### src/rtl/hsync_pkg.sv
package hsync_pkg;
  typedef enum logic {SYNC_PINGPONG = 1'b0, SYNC_SHARED = 1'b1} sync_mode_e;
  typedef enum logic {VIEW_16B = 1'b0, VIEW_32B = 1'b1} row_view_e;

  function automatic int unsigned limit_of(sync_mode_e m);
    return (m == SYNC_SHARED) ? 1 : 2;
  endfunction
endpackage

### src/rtl/hsync_sem.sv
module hsync_sem #(
  parameter int CNT_W = 2
) (
  input  logic             clk,
  input  logic             rst,
  input  logic             init_vld,
  input  logic [CNT_W-1:0] init_max,
  input  logic             post_req,
  input  logic             get_req,
  output logic [CNT_W-1:0] value,
  output logic             at_max,
  output logic             at_zero,
  output logic             post_ok,
  output logic             get_ok,
  output logic             err
);
  localparam logic [CNT_W-1:0] RST_MAX = CNT_W'(2);
  localparam logic [CNT_W-1:0] ONE     = CNT_W'(1);

  logic [CNT_W-1:0] max_q;

  always_comb begin
    at_max  = (value == max_q);
    at_zero = (value == '0);
    post_ok = post_req && !at_max  && !init_vld;
    get_ok  = get_req  && !at_zero && !init_vld;
  end

  always_ff @(posedge clk) begin
    if (rst) begin
      max_q <= RST_MAX;
      value <= '0;
      err   <= 1'b0;
    end else if (init_vld) begin
      max_q <= init_max;
      value <= '0;
      err   <= 1'b0;
    end else begin
      err <= (post_req && !post_ok) || (get_req && !get_ok);
      if (post_ok && !get_ok)
        value <= value + ONE;
      else if (get_ok && !post_ok)
        value <= value - ONE;
    end
  end

  AST_VALUE_LE_MAX: assert property (@(posedge clk) disable iff (rst)
    value <= max_q);
  AST_POST_INC: assert property (@(posedge clk) disable iff (rst)
    (post_req && !get_req && !init_vld && !at_max) |=> (value == $past(value) + ONE));
  AST_GET_DEC: assert property (@(posedge clk) disable iff (rst)
    (get_req && !post_req && !init_vld && !at_zero) |=> (value == $past(value) - ONE));
  AST_PAIR_HOLDS: assert property (@(posedge clk) disable iff (rst)
    (post_req && get_req && !init_vld && !at_zero && !at_max) |=> $stable(value));
  AST_POST_AT_MAX_ERR: assert property (@(posedge clk) disable iff (rst)
    (post_req && !get_req && !init_vld && at_max) |=> (err && $stable(value)));
  AST_GET_AT_ZERO_ERR: assert property (@(posedge clk) disable iff (rst)
    (get_req && !post_req && !init_vld && at_zero) |=> (err && $stable(value)));
endmodule

### src/rtl/hsync_side.sv
module hsync_side #(
  parameter int ROWS  = 1024,
  parameter int ROW_W = $clog2(ROWS)
) (
  input  logic             clk,
  input  logic             rst,
  input  logic             init_vld,
  input  logic             shared_mode,
  input  logic             wide_view,
  input  logic             advance,
  output logic             half,
  output logic [ROW_W-1:0] base
);
  localparam logic [ROW_W-1:0] HALF_16 = ROW_W'(ROWS / 2);
  localparam logic [ROW_W-1:0] HALF_32 = ROW_W'(ROWS / 4);

  always_ff @(posedge clk) begin
    if (rst || init_vld)
      half <= 1'b0;
    else if (advance && !shared_mode)
      half <= ~half;
  end

  always_comb begin
    if (!half)
      base = '0;
    else if (wide_view)
      base = HALF_32;
    else
      base = HALF_16;
  end

  AST_HALF_TOGGLES: assert property (@(posedge clk) disable iff (rst)
    (advance && !shared_mode && !init_vld) |=> (half != $past(half)));
  AST_SHARED_PINNED: assert property (@(posedge clk) disable iff (rst)
    shared_mode |-> !half);
endmodule

### src/rtl/acc_half_sync.sv
module acc_half_sync #(
  parameter int ROWS  = 1024,
  parameter int CNT_W = 2,
  parameter int ROW_W = $clog2(ROWS)
) (
  input  logic             clk,
  input  logic             rst,
  input  logic             init_vld,
  input  logic             init_full,
  input  logic             init_wide,
  input  logic             prod_done,
  input  logic             cons_done,
  output logic             prod_stall,
  output logic             cons_stall,
  output logic [CNT_W-1:0] sem_value,
  output logic             prod_half,
  output logic             cons_half,
  output logic [ROW_W-1:0] prod_base,
  output logic [ROW_W-1:0] cons_base,
  output logic             clr_vld,
  output logic             clr_full,
  output logic             clr_half,
  output logic             err
);
  import hsync_pkg::*;

  localparam int SIDES = 2;

  sync_mode_e       mode_q;
  row_view_e        view_q;
  logic [CNT_W-1:0] init_max;
  logic             post_ok, get_ok;
  logic [SIDES-1:0] adv_v;
  logic [SIDES-1:0] half_v;
  logic [ROW_W-1:0] base_v [SIDES];

  always_ff @(posedge clk) begin
    if (rst) begin
      mode_q <= SYNC_PINGPONG;
      view_q <= VIEW_16B;
    end else if (init_vld) begin
      mode_q <= init_full ? SYNC_SHARED : SYNC_PINGPONG;
      view_q <= init_wide ? VIEW_32B : VIEW_16B;
    end
  end

  always_comb init_max = CNT_W'(limit_of(init_full ? SYNC_SHARED : SYNC_PINGPONG));

  hsync_sem #(.CNT_W(CNT_W)) u_sem (
    .clk      (clk),
    .rst      (rst),
    .init_vld (init_vld),
    .init_max (init_max),
    .post_req (prod_done),
    .get_req  (cons_done),
    .value    (sem_value),
    .at_max   (prod_stall),
    .at_zero  (cons_stall),
    .post_ok  (post_ok),
    .get_ok   (get_ok),
    .err      (err)
  );

  assign adv_v = {get_ok, post_ok};

  for (genvar s = 0; s < SIDES; s++) begin : g_side
    hsync_side #(.ROWS(ROWS), .ROW_W(ROW_W)) u_side (
      .clk         (clk),
      .rst         (rst),
      .init_vld    (init_vld),
      .shared_mode (mode_q == SYNC_SHARED),
      .wide_view   (view_q == VIEW_32B),
      .advance     (adv_v[s]),
      .half        (half_v[s]),
      .base        (base_v[s])
    );
  end

  assign prod_half = half_v[0];
  assign cons_half = half_v[1];
  assign prod_base = base_v[0];
  assign cons_base = base_v[1];

  always_ff @(posedge clk) begin
    if (rst) begin
      clr_vld  <= 1'b0;
      clr_full <= 1'b0;
      clr_half <= 1'b0;
    end else begin
      clr_vld  <= get_ok;
      clr_full <= (mode_q == SYNC_SHARED);
      clr_half <= half_v[1];
    end
  end

  AST_CLEAR_AFTER_GET: assert property (@(posedge clk) disable iff (rst)
    (cons_done && !init_vld && !cons_stall) |=> clr_vld);
  AST_CLEAR_HALF_OLD: assert property (@(posedge clk) disable iff (rst)
    (cons_done && !init_vld && !cons_stall) |=> (clr_half == $past(cons_half)));
  AST_NO_CLEAR_IDLE: assert property (@(posedge clk) disable iff (rst)
    !cons_done |=> !clr_vld);
  AST_SPLIT_OWNERSHIP: assert property (@(posedge clk) disable iff (rst)
    (mode_q == SYNC_PINGPONG && sem_value == CNT_W'(1)) |-> (!prod_stall && !cons_stall));
endmodule

### config.mk
export PLATFORM = sky130hd
export DESIGN_NAME = acc_half_sync
export DESIGN_NICKNAME = d
export VERILOG_FILES = /design/src/rtl/hsync_pkg.sv /design/src/rtl/hsync_sem.sv /design/src/rtl/hsync_side.sv /design/src/rtl/acc_half_sync.sv
export SDC_FILE = /design/constraint.sdc
export NUM_CORES = 1
export LEC_CHECK = 0
export ABC_AREA = 1
export BUFFER_PORTS_ARGS = -buffer_cell sky130_fd_sc_hd__clkbuf_2
export CAP_MARGIN = 30
export CORE_AREA = 2 2 42 44
export DETAILED_ROUTE_END_ITERATION = 10
export DIE_AREA = 0 0 44 46
export PLACE_DENSITY = 0.74
export SLEW_MARGIN = 5
export SYNTH_ARGS = -nofsm -noshare
export SYNTH_HDL_FRONTEND = slang
export SYNTH_SLANG_ARGS = --single-unit
### constraint.sdc
create_clock -name clk -period 1.8 [get_ports clk]
set_clock_uncertainty 0.05 [all_clocks]
set_input_delay 0.18 -clock clk [delete_from_list [all_inputs] [get_ports clk]]
set_output_delay 0.18 -clock clk [all_outputs]
set_load 0.005 [all_outputs]
After elaboration in Yosys (flattened, before gate mapping)
Cells that the tools add are included.
- bits in registers: 12
- output and inout port bits: 30
- add/sub/neg operators: 2
- equality and inequality tests: 1
- multiplexer cells: 8
- bitwise logic cells: 2
- reduce and logical (&&, ||, !) cells: 21
- operators by type and width (operator ; count):
    $mux 10 ; 3
    $logic_and 1x1->1 ; 10
    $logic_not 1->1 ; 6
    $mux 2 ; 3
    $add 2x1->2 const B ; 1
    $eq 2x2->1 ; 1
    $logic_not 2->1 ; 1
    $logic_or 1x1->1 ; 2
    $mux 1 ; 2
    $not 1->1 ; 2
    $reduce_bool 2->1 ; 1
    $reduce_or 2->1 ; 1
    $sub 2x1->2 const B ; 1

Logic depth before layout (Yosys ltp)
Gate-level depths: netlist (run 1).
- word-level depth: 8
- gate-level depth with buffers: 12
- mapped depth without buffers: 12

Cells and area by module
A second synthesis (run 1) with hierarchy kept.
- cells, all modules: 107
- area total of the unflattened synthesis: 726.9 µm²
- by module, submodules not included (module ; times used ; cells each ; area an instance (µm²)):
    hsync_sem ; 1 ; 45 ; 307.8
    hsync_side ; 2 ; 20 ; 126.4
    acc_half_sync ; 1 ; 22 ; 166.4

Worst setup path after synthesis (run 1)
OpenSTA, ideal clock, no wires.
- kind: reg2reg
- from: register u_sem.value[0]
- to: register u_sem.value[1]
- data arrival time: 1.299 ns
- slack: 0.333 ns
- stages on the path, launching flop included: 9
- path buffers: 0
- clock period less this slack: 1.467 ns
- cell sequence: dfxtp_1 > o21ai_1 > nor2_2 > inv_1 > ha_1 > nor2_1 > nand2_1 > nand2_1 > a21oi_1
- word-level cells in the longest chain between the ends: 7
- elaborated cells between the ends (all ways): 17
- classes of those cells: add/sub: 2; eq/ne: 1; mux: 2; reduce/logical: 12
- RTL lines (element ; RTL line ; source):
    start, declared ; hsync_sem.sv:10 ; output logic [CNT_W-1:0] value,
    start signal, assigned ; hsync_sem.sv:41 ; value <= value + ONE;
    start signal, assigned ; hsync_sem.sv:43 ; value <= value - ONE;
    $eq 2x2->1 / $logic_not 2->1 (equally long branches) ; hsync_sem.sv:23, hsync_sem.sv:24 ;
    $logic_not 1->1, on equally long branches ; hsync_sem.sv:25, hsync_sem.sv:26 ;
    $logic_and 1x1->1, on equally long branches (2 in series) ; hsync_sem.sv:25, hsync_sem.sv:26 ;
    $logic_not 1->1, on equally long branches ; hsync_sem.sv:42, hsync_sem.sv:40 ;
    $logic_and 1x1->1, on equally long branches ; hsync_sem.sv:42, hsync_sem.sv:40 ;
    $reduce_bool 2->1 (no source line) / $mux 2 (equally long branches) ; -- ;
Several ways; a longest one is shown, not always the timed one. The select of a mux whose other input is x is not followed.
A chain may end at the register's enable or synchronous reset.

Worst setup path in the final report (run 1)
Same ends and word-level chain as after synthesis.

==> reports/results.txt, run 1 <==
CTS H-Tree Depth: 1
Final setup vio count: 0
First-pass GRT wire length: 1700 um
Final Cell Area: 704 um^2
Most used routing layer: met2
Number of fill cells: 177
Cell Area, Synth: 621 um^2
Skew-Pair Late Insertion Delay: 0.26 ns
Vias per cell: 4.31
GP Congestion: 0.753
Core Box Area: 0.00161 mm^2
Crit Path Max Fanout: 6
Die Wd: 44 um
Commonest cells after routing, fill and taps aside: clkbuf_2 (20), nand2_1 (18), conb_1 (16)
Clock buffer depth: 2
Post-CTS Setup Bufs: 0
GR Layer Usage met1: 12.7%
Vias in the first global route: 444
CTS root buf: clkbuf_4
Min Hold Slack: 0.0835 ns
Yosys warnings: 0
Static Leak: 0.418 nW
Worst min-delay path class: in2reg
GR Util All Layers: 11.5%
Die ar.: 0.00202 mm^2
Setup_tns: 0 ns
Yosys cell types: 17
Placement Cell Area: 678 um^2
Critical path type: reg2reg
Max cap viols: 0
GR Overflow Total: 0
Rows: 15
Capturing point of the worst reg2reg path: u_sem.value[1]
Initial antenna violation count: 0
Minimum clock period: 1.59 ns
Cts repair resizes: 0
CP startpoint: u_sem.value[0]
Power Density: 720 mW/mm^2
Final net count: 123
Hold EP: clr_full
Reg2reg start: u_sem.value[0]
Vias post-DR: 564
CP Launch Type: flop
WL final: 1030 um
Setup WS post-layout: 0.208 ns
Seq/Total Area, Yosys: 35.5%
DR DRC count: 0
Most common cell after layout, fill and taps aside: clkbuf_2
Antenna Cells: 0
Share of cells above drive strength 1: 24.6%
TritonCTS clock tree: built
Cells after synthesis: 91
Post-DP HPWL: 846 um
Global-route track usage on met3: 2.38%
# port buffers: 20
Largest net degree at the start of global routing: 7
TritonCTS Buffers: 3
Clock sinks: 11
Slew Limit Fails: 0
Initial DRC count: 8
Mean Syn Cell Area: 6.82 um^2
Drt pass-1 iters: 4
Clk slew on worst S/H paths: 0.07 ns
Status: completed
Initial core utilization: 38.4%
Layout area overhead: 13.5%
WL per Instance: 7.89 um
Reg2reg setup slack: 0.21 ns
Endpoint type of the worst setup path: flop
I/O Pins: 37
Max Fclk: 0.628 GHz
Hold Fails Final Rpt: 0
Peak VDD IR: 0.357 mV
Pre-CTS setup slack: 0.224 ns
Setup repair after global routing missed its margin: false
FF-to-FF path depth: 8
Routed Antenna Nets: 0
M2 GR Usage: 20.0%
CTS hold repair buffers: 0
HP Start: rst
Crit share post-route: 88.4%
WP data required: 1.91 ns
Worst path arrival time: 1.70 ns
Hold Path Cell Cnt: 2
Die height: 46 um
Synth Register Bits: 11
## cells in the mapped netlist, drive strengths merged
cell	instances	area share [%]
a21oi	4	3.2
buf	16	19
conb	1	0.60
o21bai	1	1.2
o21ai	3	2.4
dfxtp	11	35
xor2	1	1.4
nand3	3	3.2
nand2	19	12
nor2	16	10
ha	1	2.0
inv	15	9.1
## state kept, by name, summed over array words and instances, names as in the netlist
register            cells
clr_full                1
clr_half                1
clr_vld                 1
u_sem.max_q             2
u_sem.err               1
view_q                  1
g_side.u_side.half      2
u_sem.value             2
## final cells by class
type / instances / area [um^2] / area share, %
inverter: 15 / 56.3 / 7.99
timing repair buffer: 20 / 100 / 14.2
sequential: 11 / 220 / 31.3
multi-input combinational: 64 / 280 / 39.8
tap: 17 / 21.3 / 3.02
clock buffer: 4 / 26.3 / 3.73
## report_power, final
| group | switching (W) | internal (W) |
|---|---|---|
| combinational | 0.0000493 | 0.0000297 |
| clock | 0.0000809 | 0.0000856 |
| sequential | 0.00000814 | 0.000254 |
## kinds of logic (layout without fill, tap and decap cells)
family | after synthesis | after routing | share of synthesized area [%]
AND/OR/NAND/NOR | 38 | 38 | 25.2
adder cells (fa/ha/maj) | 1 | 1 | 2.02
other | 1 | 16 | 0.604
flip-flops | 11 | 11 | 35.5
buffers and inverters | 31 | 39 | 28.4
AO/OA/AOI/OAI | 8 | 8 | 6.85
XOR/XNOR | 1 | 1 | 1.41
## worst max-delay path by stage
stage	end	slack, ns	cells after the start
after CTS	u_sem.value[1]	0.19	7
after global routing	u_sem.value[1]	0.05	7
after global placement	u_sem.value[1]	0.27	8
final	u_sem.value[1]	0.21	8
after detailed placement	u_sem.value[1]	0.22	8
after floorplan	u_sem.value[1]	0.33	8
## metrics by stage
| step | utilization [%] | instances | total power, W |
|---|---|---|---|
| final | 43.6 | 131 | 0.000507 |
| after global routing | 43.6 | 131 | 0.000544 |
| after CTS | 43.6 | 131 | 0.000513 |
| after detailed placement | 42.0 | 127 | 0.000346 |
| after global placement | 42.0 | 127 | 0.000343 |
| after floorplan | - | 106 | 0.000343 |
## routing by layer
layer / share of wire, % / wire (um) / up-vias
met5: 0 / 0 / -
met4: 1.2 / 12 / 0
met3: 6.8 / 70 / 2
met2: 54 / 554 / 20
met1: 38 / 396 / 254
li1: - / - / 288
## worst max-delay path: stages (launching register included)
cell,delay (ns)
dfxtp_1,0.44
o21ai_1,0.14
nor2_2,0.13
inv_1,0.08
ha_1,0.32
nor2_1,0.14
nand2_1,0.07
nand2_1,0.05
a21oi_1,0.05
(Power assumes the default switching activity.)
==> run 2, diff against run 1 <==
Clock period 1.8 ns to 1.6 ns, I/O delays scaled along.
==> run 2 against run 1 <==
Net effect:
- utilization grew 4.4 points
- sequential power up 13%
- maximum frequency grew 5.9%
==> reports/results.txt, run 2 (synthesized netlist as in run 1, its figures left out) <==
Final setup vio count: 0
Peak VDD IR: 0.332 mV
Placed Cells: 128
GP Congestion: 0.788
Die ar.: 0.00202 mm^2
Final net count: 129
Hold Fails Final Rpt: 0
CP peak stage delay: 0.40 ns
Initial DRC count: 7
Vias per cell: 4.30
GR Overflow Total: 0
Vias in the first global route: 444
DR DRC count: 0
Max cap viols: 0
Critical path type: reg2reg
Crit share post-route: 94.0%
Slew Limit Fails: 0
Crit Path Max Fanout: 6
WP data required: 1.72 ns
Routed Antenna Nets: 0
Initial core utilization: 38.4%
Worst path arrival time: 1.62 ns
WL final: 1260 um
Crit path top cell by count: nand2_1
CTS hold repair buffers: 0
Commonest cells after routing, fill and taps aside: clkbuf_2 (20), nand2_1 (18), conb_1 (16)
Skew-Pair Late Insertion Delay: 0.27 ns
Clock buffer depth: 2
Drt pass-1 iters: 5
Top Registers: g_side.u_side.half x2, u_sem.max_q x2, u_sem.value x2
# port buffers: 20
GR Util All Layers: 11.8%
CTS H-Tree Depth: 1
Rows: 15
Status: completed
Die Wd: 44 um
Endpoint type of the worst setup path: flop
Minimum clock period: 1.50 ns
Slowest cell on the critical path: dfxtp_2
Clock sinks: 11
Vias post-DR: 589
Core Box Area: 0.00161 mm^2
Largest net degree at the start of global routing: 7
Clk slew on worst S/H paths: 0.08 ns
TritonCTS Buffers: 3
Power Density: 776 mW/mm^2
TritonCTS clock tree: built
Post-DP HPWL: 910 um
Worst min-delay path class: in2reg
Antenna Cells: 0
Die height: 46 um
First-pass GRT wire length: 1720 um
Static Leak: 0.450 nW
Min Hold Slack: 0.0576 ns
Number of fill cells: 170
Share of cells above drive strength 1: 33.3%
Max Fclk: 0.665 GHz
CP Launch Type: flop
Layout area overhead: 25.0%
Post-route insts no fill: 137
Most common cell after layout, fill and taps aside: clkbuf_2
Overall power: 0.000602 W
WL per Instance: 9.20 um
CTS root buf: clkbuf_4
Worst path cell trace: inv_2 > nand2_1 > nand2_1 > nand2_2 > nand2_1 > inv_1 > ha_4 > nor2_2 > nand2_1 > nand2_1 > a21oi_2
Initial antenna violation count: 0
Setup_tns: 0 ns
I/O Pins: 37
[run 2: cell count changes in the layout (fill, tap and decap cells not counted), sizes merged]
| cell | previous run | this run |
|---|---|---|
| buf | 0 | 6 |
[run 2: metal layers]
metal  part of all wire, %  GRT usage (%)  up-vias  wire length (um)
met4                   2.1           9.70        0                27
met5                     0              0        -                 0
li1                      -              -      297                 -
met2                    53           19.1       28               667
met3                   7.5           2.78        4                95
met1                    37           13.2      260               472
[run 2: through the flow]
step	worst slack (ns)	util (%)	instance area (um^2)
floorplan	0.133	-	677
global placement	0.0896	42.5	686
finish	0.0961	48.1	776
CTS	0.0659	44.2	713
detailed placement	0.0306	42.5	686
global route	-0.0350	48.1	776
[run 2: power by group]
| part | leakage [nW] | internal, W | total, W | switching (W) |
|---|---|---|---|---|
| clock | 0.0150 | 0.0000966 | 0.000195 | 0.0000983 |
| sequential | 0.0909 | 0.000286 | 0.000295 | 0.00000948 |
| combinational | 0.344 | 0.0000472 | 0.000112 | 0.0000645 |
[run 2: final timing paths]
check                                     from             end  cells after the start  slack [ns]
worst min-delay path                       rst        clr_full                      2        0.06
worst max register to register  u_sem.value[0]  u_sem.value[1]                     11         0.1
worst max-delay path            u_sem.value[0]  u_sem.value[1]                     11         0.1
worst min register to register  u_sem.max_q[1]  u_sem.max_q[1]                      2        0.43
[run 2: repair_timing]
item,in CTS,in global routing
cloned,0,0
gates resized for setup,1,5
pin swaps,0,2
setup buffers,0,5
setup endpoints to repair,1,1
[run 2: final cells by class]
| class | count | area, um^2 | share of cell area [%] |
|---|---|---|---|
| multi-input combinational | 64 | 304 | 39.2 |
| sequential | 11 | 223 | 28.7 |
| timing repair buffer | 26 | 145 | 18.7 |
| inverter | 15 | 56.3 | 7.26 |
| tap | 17 | 21.3 | 2.74 |
| clock buffer | 4 | 26.3 | 3.39 |
[run 2: worst max-delay path: cells and delay by family, from the launching register on]
family	cells	cell delay, ns
AND/OR/NAND/NOR	7	0.54
adder cells (fa/ha/maj)	1	0.21
buffers and inverters	2	0.16
flip-flops	1	0.40
AO/OA/AOI/OAI	1	0.05
